### src/rtl/trig_sel_pkg.sv
package trig_sel_pkg;

   localparam int CTRL_W = 32;
   localparam int NUM_REF = 6;

   typedef enum logic [3:0] {
      TM_RESET     = 4'd0,
      TM_ENABLE    = 4'd1,
      TM_UPDATE    = 4'd2,
      TM_CMP_PULSE = 4'd3,
      TM_REF1      = 4'd4,
      TM_REF2      = 4'd5,
      TM_REF3      = 4'd6,
      TM_REF4      = 4'd7,
      TM_REF5      = 4'd8,
      TM_REF6      = 4'd9,
      TM_EDGE4     = 4'd10,
      TM_EDGE6     = 4'd11,
      TM_R4_R6     = 4'd12,
      TM_R4_F6     = 4'd13,
      TM_R5_R6     = 4'd14,
      TM_R5_F6     = 4'd15
   } trig_mode_e;

   typedef struct packed {
      logic cc1;
      logic update;
      logic enable;
      logic cnt_reset;
   } trig_evt_t;

endpackage

### src/rtl/trig_ctrl_reg.sv
module trig_ctrl_reg #(
   parameter int CW      = 32,
   parameter int PRI_LSB = 4,
   parameter int PRI_W   = 3,
   parameter int SEC_LSB = 20,
   parameter int SEC_W   = 4,
   parameter bit HAS_SEC = 1'b1
) (
   input  logic             clk,
   input  logic             rst,
   input  logic             wr_en,
   input  logic [CW-1:0]    wr_data,
   output logic [CW-1:0]    rd_data,
   output logic [PRI_W-1:0] pri_mode,
   output logic [SEC_W-1:0] sec_mode
);

   localparam int PRI_MSB = PRI_LSB + PRI_W - 1;
   localparam int SEC_MSB = SEC_LSB + SEC_W - 1;

   if (PRI_MSB >= CW || SEC_MSB >= CW) begin : g_bad_fit
      $error("trig_ctrl_reg: mode field outside control word");
   end
   if (!(SEC_LSB > PRI_MSB || SEC_MSB < PRI_LSB)) begin : g_bad_overlap
      $error("trig_ctrl_reg: mode fields overlap");
   end

   logic [PRI_W-1:0] pri_q;

   always_ff @(posedge clk) begin
      if (rst)        pri_q <= '0;
      else if (wr_en) pri_q <= wr_data[PRI_LSB +: PRI_W];
   end
   assign pri_mode = pri_q;

   if (HAS_SEC) begin : g_sec_field
      logic [SEC_W-1:0] sec_q;
      always_ff @(posedge clk) begin
         if (rst)        sec_q <= '0;
         else if (wr_en) sec_q <= wr_data[SEC_LSB +: SEC_W];
      end
      assign sec_mode = sec_q;
   end else begin : g_no_sec_field
      assign sec_mode = '0;
   end

   always_comb begin
      rd_data = '0;
      rd_data[PRI_LSB +: PRI_W] = pri_q;
      rd_data[SEC_LSB +: SEC_W] = sec_mode;
   end

endmodule

### src/rtl/trig_edge_det.sv
module trig_edge_det #(
   parameter int N = 6
) (
   input  logic         clk,
   input  logic         rst,
   input  logic [N-1:0] sig_i,
   output logic [N-1:0] rise_o,
   output logic [N-1:0] fall_o
);

   if (N < 1) begin : g_bad_n
      $error("trig_edge_det: N must be positive");
   end

   logic [N-1:0] prev_q;

   always_ff @(posedge clk) begin
      if (rst) prev_q <= '0;
      else     prev_q <= sig_i;
   end

   for (genvar i = 0; i < N; i++) begin : g_bit
      assign rise_o[i] =  sig_i[i] & ~prev_q[i];
      assign fall_o[i] = ~sig_i[i] &  prev_q[i];
   end

endmodule

### src/rtl/trig_mode_mux.sv
module trig_mode_mux
   import trig_sel_pkg::*;
#(
   parameter int MODE_W = 4,
   parameter int NREF   = 6
) (
   input  logic              clk,
   input  logic              rst,
   input  logic [MODE_W-1:0] mode,
   input  trig_evt_t         evt,
   input  logic [NREF-1:0]   ref_lvl,
   input  logic [NREF-1:0]   ref_rise,
   input  logic [NREF-1:0]   ref_fall,
   output logic              trig_o
);

   localparam int FULL_W = 4;

   if (MODE_W < 3 || MODE_W > FULL_W) begin : g_bad_w
      $error("trig_mode_mux: MODE_W must be 3 or 4");
   end
   if (NREF != 6) begin : g_bad_nref
      $error("trig_mode_mux: six reference inputs expected");
   end

   trig_mode_e sel;
   logic       nxt;

   assign sel = trig_mode_e'({{(FULL_W-MODE_W){1'b0}}, mode});

   always_comb begin
      unique case (sel)
         TM_RESET:     nxt = evt.cnt_reset;
         TM_ENABLE:    nxt = evt.enable;
         TM_UPDATE:    nxt = evt.update;
         TM_CMP_PULSE: nxt = evt.cc1;
         TM_REF1:      nxt = ref_lvl[0];
         TM_REF2:      nxt = ref_lvl[1];
         TM_REF3:      nxt = ref_lvl[2];
         TM_REF4:      nxt = ref_lvl[3];
         TM_REF5:      nxt = ref_lvl[4];
         TM_REF6:      nxt = ref_lvl[5];
         TM_EDGE4:     nxt = ref_rise[3] | ref_fall[3];
         TM_EDGE6:     nxt = ref_rise[5] | ref_fall[5];
         TM_R4_R6:     nxt = ref_rise[3] | ref_rise[5];
         TM_R4_F6:     nxt = ref_rise[3] | ref_fall[5];
         TM_R5_R6:     nxt = ref_rise[4] | ref_rise[5];
         TM_R5_F6:     nxt = ref_rise[4] | ref_fall[5];
         default:      nxt = 1'b0;
      endcase
   end

   always_ff @(posedge clk) begin
      if (rst) trig_o <= 1'b0;
      else     trig_o <= nxt;
   end

endmodule

### src/rtl/trig_out_select.sv
module trig_out_select
   import trig_sel_pkg::*;
#(
   parameter int CW      = 32,
   parameter int PRI_LSB = 4,
   parameter int PRI_W   = 3,
   parameter int SEC_LSB = 20,
   parameter int SEC_W   = 4,
   parameter bit HAS_SEC = 1'b1
) (
   input  logic          clk,
   input  logic          rst,
   input  logic          wr_en,
   input  logic [CW-1:0] wr_data,
   output logic [CW-1:0] rd_data,
   input  logic          ev_cnt_reset,
   input  logic          ev_cnt_enable,
   input  logic          ev_cnt_update,
   input  logic          ev_cc1,
   input  logic [5:0]    ref_i,
   output logic          trig_pri,
   output logic          trig_sec
);

   localparam int NREF = NUM_REF;

   logic [PRI_W-1:0] pri_mode;
   logic [SEC_W-1:0] sec_mode;
   logic [NREF-1:0]  rise;
   logic [NREF-1:0]  fall;
   trig_evt_t        evt;

   assign evt = '{cc1: ev_cc1, update: ev_cnt_update,
                  enable: ev_cnt_enable, cnt_reset: ev_cnt_reset};

   trig_ctrl_reg #(
      .CW(CW), .PRI_LSB(PRI_LSB), .PRI_W(PRI_W),
      .SEC_LSB(SEC_LSB), .SEC_W(SEC_W), .HAS_SEC(HAS_SEC)
   ) u_ctrl (
      .clk(clk), .rst(rst), .wr_en(wr_en), .wr_data(wr_data),
      .rd_data(rd_data), .pri_mode(pri_mode), .sec_mode(sec_mode)
   );

   trig_edge_det #(.N(NREF)) u_edge (
      .clk(clk), .rst(rst), .sig_i(ref_i), .rise_o(rise), .fall_o(fall)
   );

   trig_mode_mux #(.MODE_W(PRI_W), .NREF(NREF)) u_pri_mux (
      .clk(clk), .rst(rst), .mode(pri_mode), .evt(evt),
      .ref_lvl(ref_i), .ref_rise(rise), .ref_fall(fall), .trig_o(trig_pri)
   );

   if (HAS_SEC) begin : g_sec_out
      trig_mode_mux #(.MODE_W(SEC_W), .NREF(NREF)) u_sec_mux (
         .clk(clk), .rst(rst), .mode(sec_mode), .evt(evt),
         .ref_lvl(ref_i), .ref_rise(rise), .ref_fall(fall), .trig_o(trig_sec)
      );
   end else begin : g_no_sec_out
      assign trig_sec = 1'b0;
   end

endmodule

### config.mk
export PLATFORM = sky130hd
export DESIGN_NAME = trig_out_select
export DESIGN_NICKNAME = d
export VERILOG_FILES = /design/src/rtl/trig_sel_pkg.sv /design/src/rtl/trig_ctrl_reg.sv /design/src/rtl/trig_edge_det.sv /design/src/rtl/trig_mode_mux.sv /design/src/rtl/trig_out_select.sv
export SDC_FILE = /design/constraint.sdc
export NUM_CORES = 1
export LEC_CHECK = 0
export BUFFER_PORTS_ARGS = -buffer_cell sky130_fd_sc_hd__buf_2
export CAP_MARGIN = 20
export CORE_MARGIN = 4
export CORE_UTILIZATION = 39
export CTS_CLUSTER_DIAMETER = 120
export CTS_CLUSTER_SIZE = 30
export DETAILED_ROUTE_END_ITERATION = 6
export PLACE_DENSITY = 0.93
export SLEW_MARGIN = 5
export SYNTH_ARGS = -nofsm -noshare
export SYNTH_HDL_FRONTEND = slang
export SYNTH_SLANG_ARGS = --single-unit
### constraint.sdc
create_clock -name clk -period 3.11 [get_ports clk]
set_clock_uncertainty 0.1 [all_clocks]
set_input_delay 0.622 -clock clk [delete_from_list [all_inputs] [get_ports clk]]
set_output_delay 0.622 -clock clk [all_outputs]
set_load 0.02 [all_outputs]
* Yosys cells after proc, flatten, opt, wreduce, memory -nomap -nowiden *
Index checks and enable logic that the tools add are counted.

storage, ports and cells
  bits in registers = 15
  memories kept = 0
  input port bits = 45
  output and inout bits = 34
  bits in latches = 0
  memory bits (writable) = 0
  word-level logic and storage cells = 47
  bits in read-only memories = 0

operators by class
  equality and inequality tests = 22
  shift operators = 0
  bitwise logic cells = 16
  reductions and logical operators = 2
  add/sub/neg operators = 0
  $mul = 0
  order comparisons = 0
  div/mod/pow operators = 0
  muxes and demuxes = 2

operators with widths
  kind                number
  $eq 4x4->1 const B  8
  $eq 4x3->1 const B  4
  $pmux 1 s16         1
  $eq 3x3->1 const B  4
  $eq 4x2->1 const B  2
  $logic_not 4->1     2
  $pmux 1 s8          1
  $eq 3x2->1 const B  2
  $or 1x1->1          6
  $and 1x1->1         5
  $not 1->1           5
  $eq 4x1->1 const B  1
  $eq 3x1->1 const B  1

* Logic depth before layout (Yosys ltp) *
  depth in word-level cells = 4
  mapped depth = 7

* By module *
From an unflattened synthesis, not the netlist that was laid out.

second synthesis, totals
  cells, all modules = 117
  area total of the unflattened synthesis = 1,024.7 um^2

modules (own cells, without submodules)
  module                               area each (um^2)  sequential area each (um^2)  cells each  instances
  trig_ctrl_reg                        491.7             140.1                        55          1
  trig_edge_det                        232.7             120.1                        24          1
  trig_mode_mux (g_sec_out.u_sec_mux)  206.4             20.0                         29          1
  trig_mode_mux (u_pri_mux)            93.8              20.0                         9           1

* Worst setup path before layout *
No wires, ideal clock.

  path kind = input port to flip-flop
  start point = input port ref_i[5]
  end point = register g_sec_out.u_sec_mux.trig_o
  path slack = 1.456 ns
  library setup time = 0.115 ns
  stages on the path = 7
  data required time = 2.895 ns
  data arrival time = 1.439 ns
  buffers on the path = 0
  cells stage by stage = inv_1 ha_1 nand2_1 o211a_1 o22ai_1 a31oi_1 o21a_1

on the way
  cells in the longest elaborated chain, start to end = 4
  elaborated cells between the ends (all ways) = 9
  classes of those cells = 1 x mux; 8 x bitwise

RTL lines
  element                               RTL line                                                       RTL
  start, declared                       trig_out_select.sv:20                                          input logic [5:0] ref_i,
  $not 1->1                             trig_edge_det.sv:24                                            assign fall_o[i] = ~sig_i[i] & prev_q[i];
  $and 1x1->1                           trig_edge_det.sv:24
  $or 1x1->1, on equally long branches  trig_mode_mux.sv:48, trig_mode_mux.sv:44, trig_mode_mux.sv:46
  $pmux 1 s16 *                         trig_mode_mux.sv:32                                            unique case (sel)
  end signal, assigned                  trig_mode_mux.sv:55                                            else trig_o <= nxt;
  end, declared                         trig_mode_mux.sv:14                                            output logic trig_o

Mark *: on every way between the ends. The rest lies on a longest branch, timed or not.
A chain may end at the register's enable or synchronous reset.

* Worst setup path in the final report *
  start point = register u_ctrl.g_sec_field.sec_q[1] (netlist: u_ctrl.sec_mode[1])
  end point = output port rd_data[21]

RTL lines
  element                 RTL line               RTL
  start, declared         trig_ctrl_reg.sv:37    logic [SEC_W-1:0] sec_q;
  start signal, assigned  trig_ctrl_reg.sv:40    else if (wr_en) sec_q <= wr_data[SEC_LSB +: SEC_W];
  end, declared           trig_out_select.sv:15  output logic [CW-1:0] rd_data,

No word-level cell between the ends.

==> flow_summary.yaml <==
run:
  cap_viol_max_count: 0
hold_path:
  hp-class: "flip-flop to flip-flop"
status:
  status: "completed"
worst_setup_path:
  cp-endpoint: "rd_data[21]"
  critPathSlowestCell: "dfxtp_1"
  reg2reg_from: "u_ctrl.sec_mode[0]"
  regToRegEndpoint: "g_sec_out.u_sec_mux.trig_o"
  cp_top_family: "flip-flops"
  critPathMaxStageDelay_ns: 0.60
  crit_fanout: 12
  crit_chain: "buf_2"
  startpoint_type: "flip-flop"
  crit_path_end_kind: "primary output"
  rrSetupSlack_ns: 1.59
  cp.arrival_ns: 1.13
  required_ns: 2.39
  r2r_cells: 5
  crit_start: "u_ctrl.sec_mode[1]"
  critical_path_class: "flip-flop to primary output"
  cp.buffers_inverters: 1
  cp_num_cells: 1
global_routing:
  grt.overflow.total: 0
  grt.total_usage: 0.115
  grt_pass1_wl_mm: 2.41
  grt_pass1_vias: 571
  grt_antenna_before_repair: 0
  grt_max_degree: 13
power:
  ir_drop_v: 0.000232
  power_uw: 374
  power.density_nw_per_um2: 414
  leakage_uw: 0.000486
clocking:
  hold_buffers: 0
  clock_latency_ns: 0.28
  path_clk_slew_ns: 0.08
  clock_tree.htree_level_count: 1
  cts-root-buf: "clkbuf_4"
  numCtsBuffers: 3
  postCtsSetupBuffers: 0
  cts_tree: "yes"
  cts.sink_count: 12
  cts_resized: 0
  clock_path_buffers: 2
yosys:
  ys_warn_count: 0
  syn_area_per_cell_um2: 8.72
  synth_xor_area_frac: 0.0105
  synth_cell_types: 28
  ys.flop_type: "dfxtp_1"
  synth-adder-area-share: 0.0299
  synth_edf_count: 0
  synth_mux_area_frac: 0.185
  synth_top_family_by_area: "buffers and inverters"
  async_flop_share: 0
  synth_compound_area_frac: 0.0942
  synth_cells: 96
  synth-simple-area-share: 0.108
  synth-seq-area-share: 0.287
  synth_area_um2: 837
  ys_ff_latch: 12
sta:
  fin_tns_setup_ns: 0
  fmaxAchievable_mhz: 541
  rsz0062_at_grt: "no"
  hold_violations: 0
  drv_slew: 0
  setup_viol: 0
  fin_crit_sh: 0.594
  fin_crit_ns: 1.85
  worst_slack_ns: 1.26
floorplan:
  start_util: 0.418
  die_w_um: 54.3
  dieArea_um2: 2950
  ios: 79
  coreArea_um2: 2000
  die_height_um: 54.3
  rows: 16
detailed_routing:
  drt-initial-drc-count: 20
  drtAntennaViolNets: 0
  vias_per_cell: 4.42
  via_count: 654
  routed_wl_mm: 1.70
  wl_per_cell_um: 11.5
  drc: 0
  firstDrtPassIters: 5
finish:
  n_antenna_cell: 0
  final_common_cell: "buf_2"
  final_cell_area_um2: 903
  fin_nets: 170
  layout_common_cells: "28 x buf_2, 25 x conb_1, 13 x nor2_1, 12 x dfxtp_1, 11 x mux2i_1"
  final_cell_count_no_fill: 148
  area_delta_synth_final_pct: 7.92
  layout-drive-gt1-share: 0.281
placed_design:
  dp_slack_ns: 1.24
  place_inst: 145
  gp_congestion: 0.834
  io_buffers: 28
  dpl_cell_area_um2: 881
==> worst min path at each step <==
stage	start	to	slack, ns	cells past startpoint
after floorplan	u_ctrl.pri_mode[2]	u_ctrl.pri_mode[2]	0.51	2
after global routing	wr_data[20]	u_ctrl.sec_mode[0]	0.48	3
final	u_ctrl.pri_mode[2]	u_ctrl.pri_mode[2]	0.46	2
after CTS	u_ctrl.pri_mode[2]	u_ctrl.pri_mode[2]	0.46	2
after detailed placement	u_ctrl.pri_mode[2]	u_ctrl.pri_mode[2]	0.44	2
after global placement	u_ctrl.pri_mode[2]	u_ctrl.pri_mode[2]	0.43	2
==> cell usage after synthesis, types with 2 or more instances <==
library cell	n	area [um^2]
a21oi_1	2	10.0
a31oi_1	2	12.5
buf_4	26	195
dfxtp_1	12	240
ha_1	2	25.0
inv_1	4	15.0
mux2i_1	11	110
mux4_2	2	45.0
nand2_1	3	11.3
nor2_1	13	48.8
o22ai_1	2	12.5
==> metal layers <==
metal	track usage	vias to the layer above	wire length, um
met2	0.185	42	829
met4	0.0664	0	29
met3	0.0354	4	200
met5	0	-	0
met1	0.132	288	640
li1	-	320	-
==> worst register-to-register path: stages (launching register included) <==
cell	delay (ns)
dfxtp_1	0.54
mux2i_1	0.23
o21ai_1	0.08
o22ai_1	0.19
a31oi_1	0.11
o21a_1	0.18
==> flip-flops by register name, indices dropped and copies added (netlist names) <==
signal	cells
g_sec_out.u_sec_mux.trig_o	1
u_ctrl.pri_mode	3
u_ctrl.sec_mode	4
u_edge.prev_q	3
u_pri_mux.trig_o	1
==> stage by stage <==
step           hold slack, ns  utilization
4_1_cts                 0.461        0.451
2_1_floorplan           0.506            -
6_report                0.459        0.451
3_5_place_dp            0.444        0.440
3_3_place_gp            0.432        0.440
5_1_grt                 0.477        0.451
==> cells by family (layout without fill, tap and decap cells) <==
group / count (synthesis) / after routing
muxes: 13 / 13
DFF: 12 / 12
other: 1 / 25
and+or+nand+nor: 21 / 21
adders and majority gates: 2 / 2
AOI/OAI and AO/OA: 12 / 12
xor gates and xnor gates: 1 / 1
buffers and inverters: 34 / 35
==> power breakdown <==
group	total [uW]	switching, uW	internal (uW)
logic	100	64.2	36.0
clock network	97.5	52.7	44.8
registers	176	12.3	164
total	374	129	245
==> area by class of cell <==
cell class | instances | area [um^2]
flip-flops and latches | 12 | 240
well taps | 27 | 33.8
multi-input cells | 74 | 452
clock buffers | 3 | 22.5
repair buffers | 28 | 140
inverters | 4 | 15.0
fillers | 216 | 1100
Note: power is estimated with default switching activity, not from simulation.
